**config.mk**
```make
export PLATFORM = sky130hd
export DESIGN_NAME = pwr_seq_ctrl
export DESIGN_NICKNAME = d
export VERILOG_FILES = /design/src/rtl/pwr_seq_pkg.sv /design/src/rtl/pwr_seq_link.sv /design/src/rtl/pwr_seq_chan.sv /design/src/rtl/pwr_seq_ctrl.sv
export SDC_FILE = /design/constraint.sdc
export NUM_CORES = 1
export LEC_CHECK = 0
export BUFFER_PORTS_ARGS = -buffer_cell sky130_fd_sc_hd__buf_2
export CAP_MARGIN = 10
export CORE_ASPECT_RATIO = 1.75
export CORE_UTILIZATION = 57
export CTS_BUF_LIST = sky130_fd_sc_hd__clkbuf_8
export CTS_CLUSTER_DIAMETER = 120
export DETAILED_ROUTE_END_ITERATION = 7
export MAX_ROUTING_LAYER = met4
export PLACE_DENSITY = 0.8
export SLEW_MARGIN = 20
export SYNTH_ARGS = -nofsm -noshare
export SYNTH_HDL_FRONTEND = slang
export SYNTH_SLANG_ARGS = --single-unit
```
**constraint.sdc**
```tcl
create_clock -name clk -period 2.4 [get_ports clk]
set_clock_uncertainty 0.1 [all_clocks]
set_input_delay 0.24 -clock clk [delete_from_list [all_inputs] [get_ports clk]]
set_output_delay 0.24 -clock clk [all_outputs]
set_load 0.01 [all_outputs]
```
**src/rtl/pwr_seq_pkg.sv**
```systemverilog
package pwr_seq_pkg;

    localparam int NUM_CH  = 3;
    localparam int NUM_REG = 2;

    typedef enum logic [2:0] {
        ST_OFF,
        ST_ON_WAIT,
        ST_ON,
        ST_OFF_WAIT,
        ST_RESTART
    } seq_state_e;

endpackage

```
**src/rtl/pwr_seq_link.sv**
```systemverilog
module pwr_seq_link
    import pwr_seq_pkg::*;
(
    input  logic              clk,
    input  logic              rst_n,
    input  logic [NUM_CH-1:0] raw_req_i,
    input  logic [NUM_CH-1:0] shdn_i,
    input  logic              fault_i,
    input  logic [2*NUM_CH-1:0] src_i,
    output logic [NUM_CH-1:0] eff_req_o
);

    logic [NUM_CH-1:0] fire;
    logic [NUM_CH-1:0] latch_d, latch_q;

    for (genvar ch = 0; ch < NUM_CH; ch++) begin : g_src
        localparam int OTH0 = (ch == 0) ? 1 : 0;
        localparam int OTH1 = (ch == NUM_CH - 1) ? NUM_CH - 2 : NUM_CH - 1;
        logic [1:0] sel;
        assign sel = src_i[2*ch +: 2];
        always_comb begin
            case (sel)
                2'd1:    fire[ch] = fault_i;
                2'd2:    fire[ch] = shdn_i[OTH0];
                2'd3:    fire[ch] = shdn_i[OTH1];
                default: fire[ch] = 1'b0;
            endcase
        end

        // once the source fires, the request stays masked while the source is unchanged
        assert_link_masks_R9: assert property (@(posedge clk) disable iff (!rst_n)
            (fire[ch] && raw_req_i[ch] && sel != 2'd0)
            |=> (!eff_req_o[ch] || !raw_req_i[ch] || !$stable(src_i[2*ch +: 2])));
    end

    always_comb begin
        for (int ch = 0; ch < NUM_CH; ch++) begin
            latch_d[ch]   = (src_i[2*ch +: 2] != 2'd0) && raw_req_i[ch] && (latch_q[ch] || fire[ch]);
            eff_req_o[ch] = raw_req_i[ch] && !(latch_q[ch] || fire[ch]);
        end
    end

    always_ff @(posedge clk or negedge rst_n) begin
        if (!rst_n) latch_q <= '0;
        else        latch_q <= latch_d;
    end

endmodule

```
**src/rtl/pwr_seq_chan.sv**
```systemverilog
module pwr_seq_chan
    import pwr_seq_pkg::*;
#(
    parameter int CNT_W = 11,
    parameter int DLY1  = 50,
    parameter int DLY2  = 250,
    parameter int DLY3  = 1000,
    parameter int RDLY1 = 500,
    parameter int RDLY2 = 1000,
    parameter int RDLY3 = 2000
) (
    input  logic       clk,
    input  logic       rst_n,
    input  logic       tick_i,
    input  logic       req_i,
    input  logic       restart_i,
    input  logic [1:0] on_code_i,
    input  logic [1:0] off_code_i,
    input  logic [1:0] rst_code_i,
    output logic       en_o,
    output logic       shdn_o
);

    typedef struct packed {
        seq_state_e       state;
        logic [CNT_W-1:0] cnt;
        logic             en;
        logic             shdn;
    } chan_regs_t;

    chan_regs_t d, q;

    function automatic logic [CNT_W-1:0] pick(input logic [1:0] c, input int v1, input int v2, input int v3);
        case (c)
            2'd1:    return CNT_W'(v1);
            2'd2:    return CNT_W'(v2);
            2'd3:    return CNT_W'(v3);
            default: return '0;
        endcase
    endfunction

    logic [CNT_W-1:0] on_ld, off_ld, rst_ld, cnt_step;
    logic             expired;

    assign on_ld    = pick(on_code_i,  DLY1,  DLY2,  DLY3);
    assign off_ld   = pick(off_code_i, DLY1,  DLY2,  DLY3);
    assign rst_ld   = pick(rst_code_i, RDLY1, RDLY2, RDLY3);
    assign expired  = (q.cnt == '0);
    assign cnt_step = tick_i ? q.cnt - 1'b1 : q.cnt;

    always_comb begin
        d      = q;
        d.shdn = 1'b0;
        if (restart_i) begin
            d.state = ST_RESTART;
            d.cnt   = rst_ld;
            d.en    = 1'b0;
            d.shdn  = q.en;
        end else begin
            case (q.state)
                ST_OFF: begin
                    if (req_i) begin
                        d.state = ST_ON_WAIT;
                        d.cnt   = on_ld;
                    end
                end
                ST_ON_WAIT: begin
                    if (!req_i) begin
                        d.state = ST_OFF;
                    end else if (expired) begin
                        d.state = ST_ON;
                        d.en    = 1'b1;
                    end else begin
                        d.cnt = cnt_step;
                    end
                end
                ST_ON: begin
                    if (!req_i) begin
                        d.state = ST_OFF_WAIT;
                        d.cnt   = off_ld;
                    end
                end
                ST_OFF_WAIT: begin
                    if (req_i) begin
                        d.state = ST_ON;
                    end else if (expired) begin
                        d.state = ST_OFF;
                        d.en    = 1'b0;
                        d.shdn  = 1'b1;
                    end else begin
                        d.cnt = cnt_step;
                    end
                end
                ST_RESTART: begin
                    if (expired) begin
                        d.state = req_i ? ST_ON : ST_OFF;
                        d.en    = req_i;
                    end else begin
                        d.cnt = cnt_step;
                    end
                end
                default: begin
                    d.state = ST_OFF;
                    d.en    = 1'b0;
                end
            endcase
        end
    end

    always_ff @(posedge clk or negedge rst_n) begin
        if (!rst_n) begin
            q.state <= ST_OFF;
            q.cnt   <= '0;
            q.en    <= 1'b0;
            q.shdn  <= 1'b0;
        end else begin
            q <= d;
        end
    end

    assign en_o   = q.en;
    assign shdn_o = q.shdn;

    assert_rise_needs_req_R2: assert property (@(posedge clk) disable iff (!rst_n)
        $rose(q.en) |-> $past(req_i));

    assert_shdn_on_fall_R3: assert property (@(posedge clk) disable iff (!rst_n)
        q.shdn |-> (!q.en && $past(q.en)));

    assert_cancel_quiet_R4: assert property (@(posedge clk) disable iff (!rst_n)
        (q.state == ST_ON_WAIT && !req_i && !restart_i) |=> (q.state == ST_OFF && !q.shdn && !q.en));

    assert_strobe_drops_R7: assert property (@(posedge clk) disable iff (!rst_n)
        restart_i |=> (!q.en && q.state == ST_RESTART));

    assert_count_on_tick_R11: assert property (@(posedge clk) disable iff (!rst_n)
        (q.state == ST_ON_WAIT && req_i && !restart_i && !tick_i) |=> (q.cnt == $past(q.cnt)));

endmodule

```
**src/rtl/pwr_seq_ctrl.sv**
```systemverilog
module pwr_seq_ctrl
    import pwr_seq_pkg::*;
#(
    parameter int SEQ_T1_MS = 50,
    parameter int SEQ_T2_MS = 250,
    parameter int SEQ_T3_MS = 1000,
    parameter int RST_T1_MS = 500,
    parameter int RST_T2_MS = 1000,
    parameter int RST_T3_MS = 2000
) (
    input  logic       clk,
    input  logic       rst_n,
    input  logic       ms_tick_i,
    input  logic       pwr_req_a_i,
    input  logic       pwr_req_b_i,
    input  logic [1:0] sw_restart_i,
    input  logic       fault_link_i,
    input  logic [5:0] cfg_on_dly_i,
    input  logic [5:0] cfg_off_dly_i,
    input  logic [1:0] cfg_rst_dly_i,
    input  logic       cfg_c_follow_i,
    input  logic [5:0] cfg_link_src_i,
    output logic [2:0] chan_en_o,
    output logic [2:0] chan_shdn_o
);

    localparam int MAX_SEQ = (SEQ_T3_MS > SEQ_T2_MS) ? SEQ_T3_MS : SEQ_T2_MS;
    localparam int MAX_RST = (RST_T3_MS > RST_T2_MS) ? RST_T3_MS : RST_T2_MS;
    localparam int MAX_ALL = (MAX_SEQ > MAX_RST) ? MAX_SEQ : MAX_RST;
    localparam int CNT_W   = $clog2(MAX_ALL + 1);

    logic [NUM_CH-1:0] raw_req, eff_req;

    always_comb begin
        raw_req[0] = pwr_req_a_i;
        raw_req[1] = pwr_req_b_i;
        raw_req[2] = cfg_c_follow_i ? (pwr_req_a_i | pwr_req_b_i) : 1'b1;
    end

    pwr_seq_link u_link (
        .clk       (clk),
        .rst_n     (rst_n),
        .raw_req_i (raw_req),
        .shdn_i    (chan_shdn_o),
        .fault_i   (fault_link_i),
        .src_i     (cfg_link_src_i),
        .eff_req_o (eff_req)
    );

    for (genvar ch = 0; ch < NUM_CH; ch++) begin : g_chan
        logic strb;
        if (ch < NUM_REG) begin : g_reg
            assign strb = sw_restart_i[ch];
        end else begin : g_unreg
            assign strb = 1'b0;
        end

        pwr_seq_chan #(
            .CNT_W (CNT_W),
            .DLY1  (SEQ_T1_MS),
            .DLY2  (SEQ_T2_MS),
            .DLY3  (SEQ_T3_MS),
            .RDLY1 (RST_T1_MS),
            .RDLY2 (RST_T2_MS),
            .RDLY3 (RST_T3_MS)
        ) u_chan (
            .clk        (clk),
            .rst_n      (rst_n),
            .tick_i     (ms_tick_i),
            .req_i      (eff_req[ch]),
            .restart_i  (strb),
            .on_code_i  (cfg_on_dly_i[2*ch +: 2]),
            .off_code_i (cfg_off_dly_i[2*ch +: 2]),
            .rst_code_i (cfg_rst_dly_i),
            .en_o       (chan_en_o[ch]),
            .shdn_o     (chan_shdn_o[ch])
        );
    end

    // in always-on mode with no link, C never receives a shutdown from a request drop
    assert_c_always_on_R6: assert property (@(posedge clk) disable iff (!rst_n)
        (!cfg_c_follow_i && $past(!cfg_c_follow_i) && cfg_link_src_i[5:4] == 2'd0
         && $past(cfg_link_src_i[5:4] == 2'd0) && $past(chan_en_o[2]) && $past(sw_restart_i) == 2'b00)
        |-> chan_en_o[2]);

endmodule

```
Word level (Yosys, flattened, before mapping)
Cells that the tools add are included.

storage, ports and cells
  bits in registers = 51
  bits of input ports = 29
  output and inout port bits = 6
  logic and storage cells = 198

cells by class
  $add $sub $neg = 3
  equal/unequal tests = 71
  muxes and demuxes = 70
  bitwise operators = 2
  reductions and logical operators = 39

operator list
  cell                                                    count
  case mux 10 bit (3 select lines)                        6
  case mux 11 bit (5 select lines)                        3
  2-to-1 mux 14 bit                                       6
  2-to-1 mux 11 bit                                       6
  2-to-1 mux 3 bit                                        15
  case mux 3 bit (5 select lines)                         3
  equality test 2 bit (second input constant)             20
  2-to-1 mux 13 bit                                       3
  2-to-1 mux 12 bit                                       3
  zero test 11 bit                                        3
  case mux 11 bit (3 select lines)                        1
  subtractor 11 x 1 -> 11 bit (second input constant)     3
  2-to-1 mux 16 bit                                       2
  inequality test 3 x 2 -> 1 bit (second input constant)  10
  AND reduction 5 bit                                     6
  equality test 2 x 1 -> 1 bit (second input constant)    10
  equality test 3 x 2 -> 1 bit (second input constant)    6
  AND reduction 6 bit                                     3
  inequality test 3 bit (second input constant)           5
  inequality test 2 x 1 -> 1 bit (second input constant)  7
  2-to-1 mux 2 bit                                        6
  case mux 1 bit (4 select lines)                         3
  nonzero test 6 bit                                      2
  2-to-1 mux 1 bit                                        10
  other kinds (16)                                        43

Depth between registers and ports, before layout
  depth in word-level cells = 9
  mapped depth = 8
  gate-level depth less buffers = 7

By module
Synthesis repeated with hierarchy kept, for this count alone.

second synthesis, totals
  cells, all modules = 537
  area total of the unflattened synthesis = 4,478.0 um^2

modules (own cells, without submodules)
  module                               times used  cells an instance  area each (um^2)  sequential area each (um^2)
  pwr_seq_chan (g_chan[0].u_chan ...)  2           169                1,415.1           400.4
  pwr_seq_chan (g_chan[2].u_chan)      1           167                1,367.6           400.4
  pwr_seq_link                         1           30                 267.8             75.1
  pwr_seq_ctrl                         1           2                  12.5              0.0

Least setup slack after synthesis
OpenSTA, ideal clock, no wires.

  path type = reg-to-reg
  start point = register g_chan[0].u_chan.q[2] (netlist name)
  end point = register g_chan[0].u_chan.q[2] (netlist name)
  setup time = 121 ps
  data arrival time = 2,094 ps
  required time = 2,179 ps
  slack = 85 ps
  stages on the path, launching flop included = 9
  path buffers = 1
  period minus slack after synthesis = 2,315 ps
  cell sequence = dfrtp_1 -> inv_1 -> ha_1 -> or4b_1 -> or4_4 -> buf_6 -> and2_4 -> nor3b_1 -> a22o_1

between the ends
  longest elaborated chain between the ends = 6
  elaborated cells on any way between the ends = 8
  those cells by class = add/sub: 1; mux: 6; reduce/logical: 1

ends and longest elaborated chain
  element                                                        line                                                        source
  start, declared                                                pwr_seq_chan.sv:31                                          chan_regs_t d, q;
  subtractor 11 x 1 -> 11 bit                                    pwr_seq_chan.sv:49                                          assign cnt_step = tick_i ? q.cnt - 1'b1 : q.cnt;
  2-to-1 mux 11 bit                                              pwr_seq_chan.sv:49
  2-to-1 mux 11 bit (*)                                          pwr_seq_chan.sv:70, pwr_seq_chan.sv:86, pwr_seq_chan.sv:95
  2-to-1 mux 13 bit / 2-to-1 mux 12 bit (equally long branches)  pwr_seq_chan.sv:84, pwr_seq_chan.sv:68
  case mux 11 bit (5 select lines) (*)                           pwr_seq_chan.sv:60                                          case (q.state)
  2-to-1 mux 16 bit (*)                                          pwr_seq_chan.sv:54                                          if (restart_i) begin

Mark *: on every way between the ends. The rest lies on a longest branch, timed or not. The select of a mux whose other input is x is not followed.
A chain may end at the register's enable or synchronous reset.

Worst setup path in the final report
  start point = register g_chan[0].u_chan.q[3] (netlist name)
  end point = register g_chan[0].u_chan.q[6] (netlist name)

The elaborated chain is that of the path after synthesis.

==> results.md <==
* Number of library cell types mapped by synthesis at 80
* Mux contribution to synthesized area at 0.0161
* Number of buffers on the longest clock path at 2
* Met1 routed wirelength after detailed routing at 4140 um
* Part of the total power dissipated in sequential elements at 0.433
* Most repeated cell in the gate-level netlist after synthesis: sky130_fd_sc_hd__dfrtp_1
* Insertion delay of the later-clocked pin in the worst-skew pair at 0.32 ns
* Number of remaining DRC errors at 0
* Overall via count from detail_route at 4121
* Wire length of the first global-routing pass at 18300 um
* Final Util at 0.670
* Internal Pwr Total at 1710 uW
* DRT antenna net count at 0
* RSZ-0062 raised after global routing: yes
* Critical path buffers and inverters at 3
* Number of buffer cells added on primary ports at 34
* Synthesis warning total at 0
* Arr. time, crit path at 2.49 ns
* Sort of element at the start of the critical path: flip-flop
* Routed wl met3 at 575 um
* Total routing resource utilization after global routing at 0.322
* Element type at the critical path end: flip-flop
* Largest net degree at the start of global routing at 30
* Maximum cell stage delay along the critical path at 0.46 ns
* I/O pin count at 35
* Adder-Cell Fraction of Synth Area at 0.0818
* Maximum resistive drop on vdd at 371 uV
* Combinational power share at 0.374
* Post-synthesis net count at 538
* Post-Synthesis Cell Area at 4130 um^2
* CTS tree: built
* Transition time at the pin with the least slew margin at 0.672 ns
* Dominant cell type by count on the critical path: sky130_fd_sc_hd__buf_4
* Leading post-synthesis cells by instance count: sky130_fd_sc_hd__dfrtp_1 (50), sky130_fd_sc_hd__nor2_1 (35), sky130_fd_sc_hd__nand2_1 (31)
* WL final at 11200 um
* Post-synth top area share at 0.303
* Critical path class: reg2reg
* Number of max-slew violations in the final report at 0
* Critical Path RT at 2.52 ns
* P per Cell Area at 612 nW/um^2
* Number of buffers created by CTS at 5
* Clk slew on worst S/H paths at 0.10 ns
* Core Footprint at 6960 um^2
* Reg area at 1250 um^2
* Number of cells after detailed placement at 597
* Clock period minus final worst setup slack at 2.37 ns
* Die width at 66.4 um
* Clock sink count at 50
* Seq cells post-synth at 50
* Antenna violations before repair at 0
* Number of flops mapped to enable cells by yosys at 0
* GRT overflow at 0
* Diodes inserted at 0
* Layout cells sized above 1 at 0.206
* Sequential cell area fraction in the yosys report at 0.303
* MaxCap Viol Count at 0
* NumNets Final at 585
* Starting DRT DRC Count at 384
* Weighted congestion at the end of routability-driven global placement at 0.908
* Worst min path class: in2reg
* Multi-input gate area at 2630 um^2
* Average wire length per cell after detail routing at 18.2 um
* Summed negative setup slack over all endpoints at 0 ns
* Layout overhead on the synthesized area at 12.8%
* Post-synthesis cell count at 482
* HPWL after DPL at 8310 um
* Static Leakage at 0.00203 uW
* Fillers at 567
* Worst path slowest cell: sky130_fd_sc_hd__dfrtp_2
* Result of the run: finished clean
* Synth Area in XOR/XNOR at 0.00636
* Async SR Flop Fraction at 1.00
* Hold Fails Final Rpt at 0
* Detailed-router iteration count before antenna repair at 5
* Depth of the CTS H-tree at 2
* Final standard cell count with taps included and fillers excluded at 614
* Via count of the first global-routing pass at 4016
* Largest family of logic cells by synthesized area: compound AO/OA/AOI/OAI gates
* Buffer cell driving the clock tree root: sky130_fd_sc_hd__clkbuf_8
* Post-synthesis share of cell area spent on and, or, nand and nor gates at 0.247
* Clock share of power at 0.193
* Chip height at 115 um
* Final number of setup-violating endpoints at 0
* Amount of wire on met2 after detailed routing at 5870 um
* Slew Limit Headroom at 0.552
* Library cell occupying the most area in the post-synthesis netlist: sky130_fd_sc_hd__dfrtp_1
* Dominant delay contributor by cell family on the critical path: simple AND/OR/NAND/NOR gates
* Switching part of the total at 0.399
* Via density per instance at 6.71
* Total die area at 7610 um^2
* Share of the clock period used by the worst path at 0.987
* Complex-gate fraction of the synthesized area at 0.278
* Reported net switching power at 1140 uW
* Mapped Avg Cell Area at 8.57 um^2
* Effective utilization at floorplan at 0.594
* Cell types occupying the most area after synthesis: sky130_fd_sc_hd__dfrtp_1 (30%), sky130_fd_sc_hd__ha_1 (8.2%), sky130_fd_sc_hd__a22o_1 (4.7%)
* Largest fanout on the critical path at 5
* F_max at 0.422 GHz
* Top layer in use: met4
* Series of cell instances along the critical path: inv_2 -> ha_1 -> or4b_4 -> buf_4 -> nor4_4 -> buf_4 -> or3_1 -> o221ai_1 -> a22o_1
* Std cell rows at 40
* Most used flip-flop cell after synthesis: sky130_fd_sc_hd__dfrtp_1
-- layout make-up --
class                   instances  share of cell area
repair buffers                 72              0.0983
multi-input cells             369               0.565
clock buffers                   6              0.0177
clock inverters                 2             0.00268
inverters                      31              0.0250
flip-flops and latches         50               0.269
well taps                      84              0.0226
-- cells in the final DEF (no fill, tap or decap), types with 4 or more instances in the layout --
cell type	instances
sky130_fd_sc_hd__a22o_1	22
sky130_fd_sc_hd__o211ai_1	7
sky130_fd_sc_hd__and3_1	4
sky130_fd_sc_hd__nor2_1	35
sky130_fd_sc_hd__o22ai_1	21
sky130_fd_sc_hd__nor3b_1	8
sky130_fd_sc_hd__nor3_1	10
sky130_fd_sc_hd__or2_2	4
sky130_fd_sc_hd__buf_2	34
sky130_fd_sc_hd__a31oi_1	6
sky130_fd_sc_hd__o21a_1	4
sky130_fd_sc_hd__and2_1	7
sky130_fd_sc_hd__clkbuf_8	6
sky130_fd_sc_hd__a221oi_1	4
sky130_fd_sc_hd__buf_4	37
sky130_fd_sc_hd__a211oi_1	5
sky130_fd_sc_hd__nand2b_1	8
sky130_fd_sc_hd__o21ai_0	28
sky130_fd_sc_hd__nand3b_1	5
sky130_fd_sc_hd__nor2b_1	6
sky130_fd_sc_hd__nand3_1	12
sky130_fd_sc_hd__or3_1	5
sky130_fd_sc_hd__a22oi_1	4
sky130_fd_sc_hd__nand2_1	31
sky130_fd_sc_hd__ha_1	27
sky130_fd_sc_hd__mux2i_1	4
sky130_fd_sc_hd__nor4b_1	5
sky130_fd_sc_hd__inv_1	29
sky130_fd_sc_hd__dfrtp_1	49
sky130_fd_sc_hd__o31ai_1	7
sky130_fd_sc_hd__nor4_1	8
sky130_fd_sc_hd__a21oi_1	14
-- timing repair --
action	CTS	global route
buffers inserted	0	8
hold buffers	1	0
setup endpoints to repair	2	17
gates resized for setup	1	8
endpoints found under the hold margin	27	0
pin swaps	0	3
gates cloned	0	0
-- through the flow --
step	setup slack (ns)	hold slack (ns)	power (uW)	instance area, um^2
after floorplan	0.0852	-0.156	1920	4130
after detailed placement	-0.0211	0.215	2250	4460
after global placement	0.0718	0.218	2210	4460
final	0.0311	0.0815	2850	4660
after global routing	-0.0255	0.0792	3020	4660
after CTS	0.0448	0.0746	2810	4570
-- worst min-delay path, stage by stage --
cell	delay, ns
sky130_fd_sc_hd__buf_2	0.12
sky130_fd_sc_hd__o21ai_0	0.07
sky130_fd_sc_hd__nor2_1	0.04
-- power by group through the flow --
| stage | combinational [uW] | clock [uW] | sequential [uW] |
|---|---|---|---|
| after CTS | 1030 | 558 | 1220 |
| after global routing | 1170 | 594 | 1260 |
| final | 1070 | 551 | 1230 |
| after floorplan | 782 | 0 | 1140 |
| after global placement | 978 | 0 | 1230 |
| after detailed placement | 1010 | 0 | 1240 |
-- cell families after synthesis --
group	after synthesis
buffers and inverters	63
adders and majority gates	27
muxes	6
DFF	50
xor gates and xnor gates	3
AOI/OAI and AO/OA	160
and+or+nand+nor	173
-- layer usage --
layer  vias up  track usage
met5         -            -
met4         0        0.189
met3        55       0.0438
met2       187        0.553
met1      1975        0.343
li1       1904            -
-- worst paths after layout --
kind                                         from                endpoint  slack (ns)  cells after the start
setup / recovery            g_chan[0].u_chan.q[3]   g_chan[0].u_chan.q[6]        0.03                      9
hold / removal                        pwr_req_a_i       u_link.latch_q[0]        0.08                      3
setup reg to reg            g_chan[0].u_chan.q[3]   g_chan[0].u_chan.q[6]        0.03                      9
hold reg to reg            g_chan[2].u_chan.q[12]  g_chan[2].u_chan.q[12]        0.40                      1
max in group asynchronous                   rst_n  g_chan[0].u_chan.q[11]        1.19                      3
min in group asynchronous                   rst_n   g_chan[2].u_chan.q[9]        0.37                      2
-- sequential cells by signal, indices dropped and copies added, names as in the netlist, named ones only --
name / flops
g_chan.u_chan.q: 40
u_link.latch_q: 3
g_chan.u_chan.en_o: 3
g_chan.u_chan.shdn_o: 3
(Power assumes the default switching activity.)
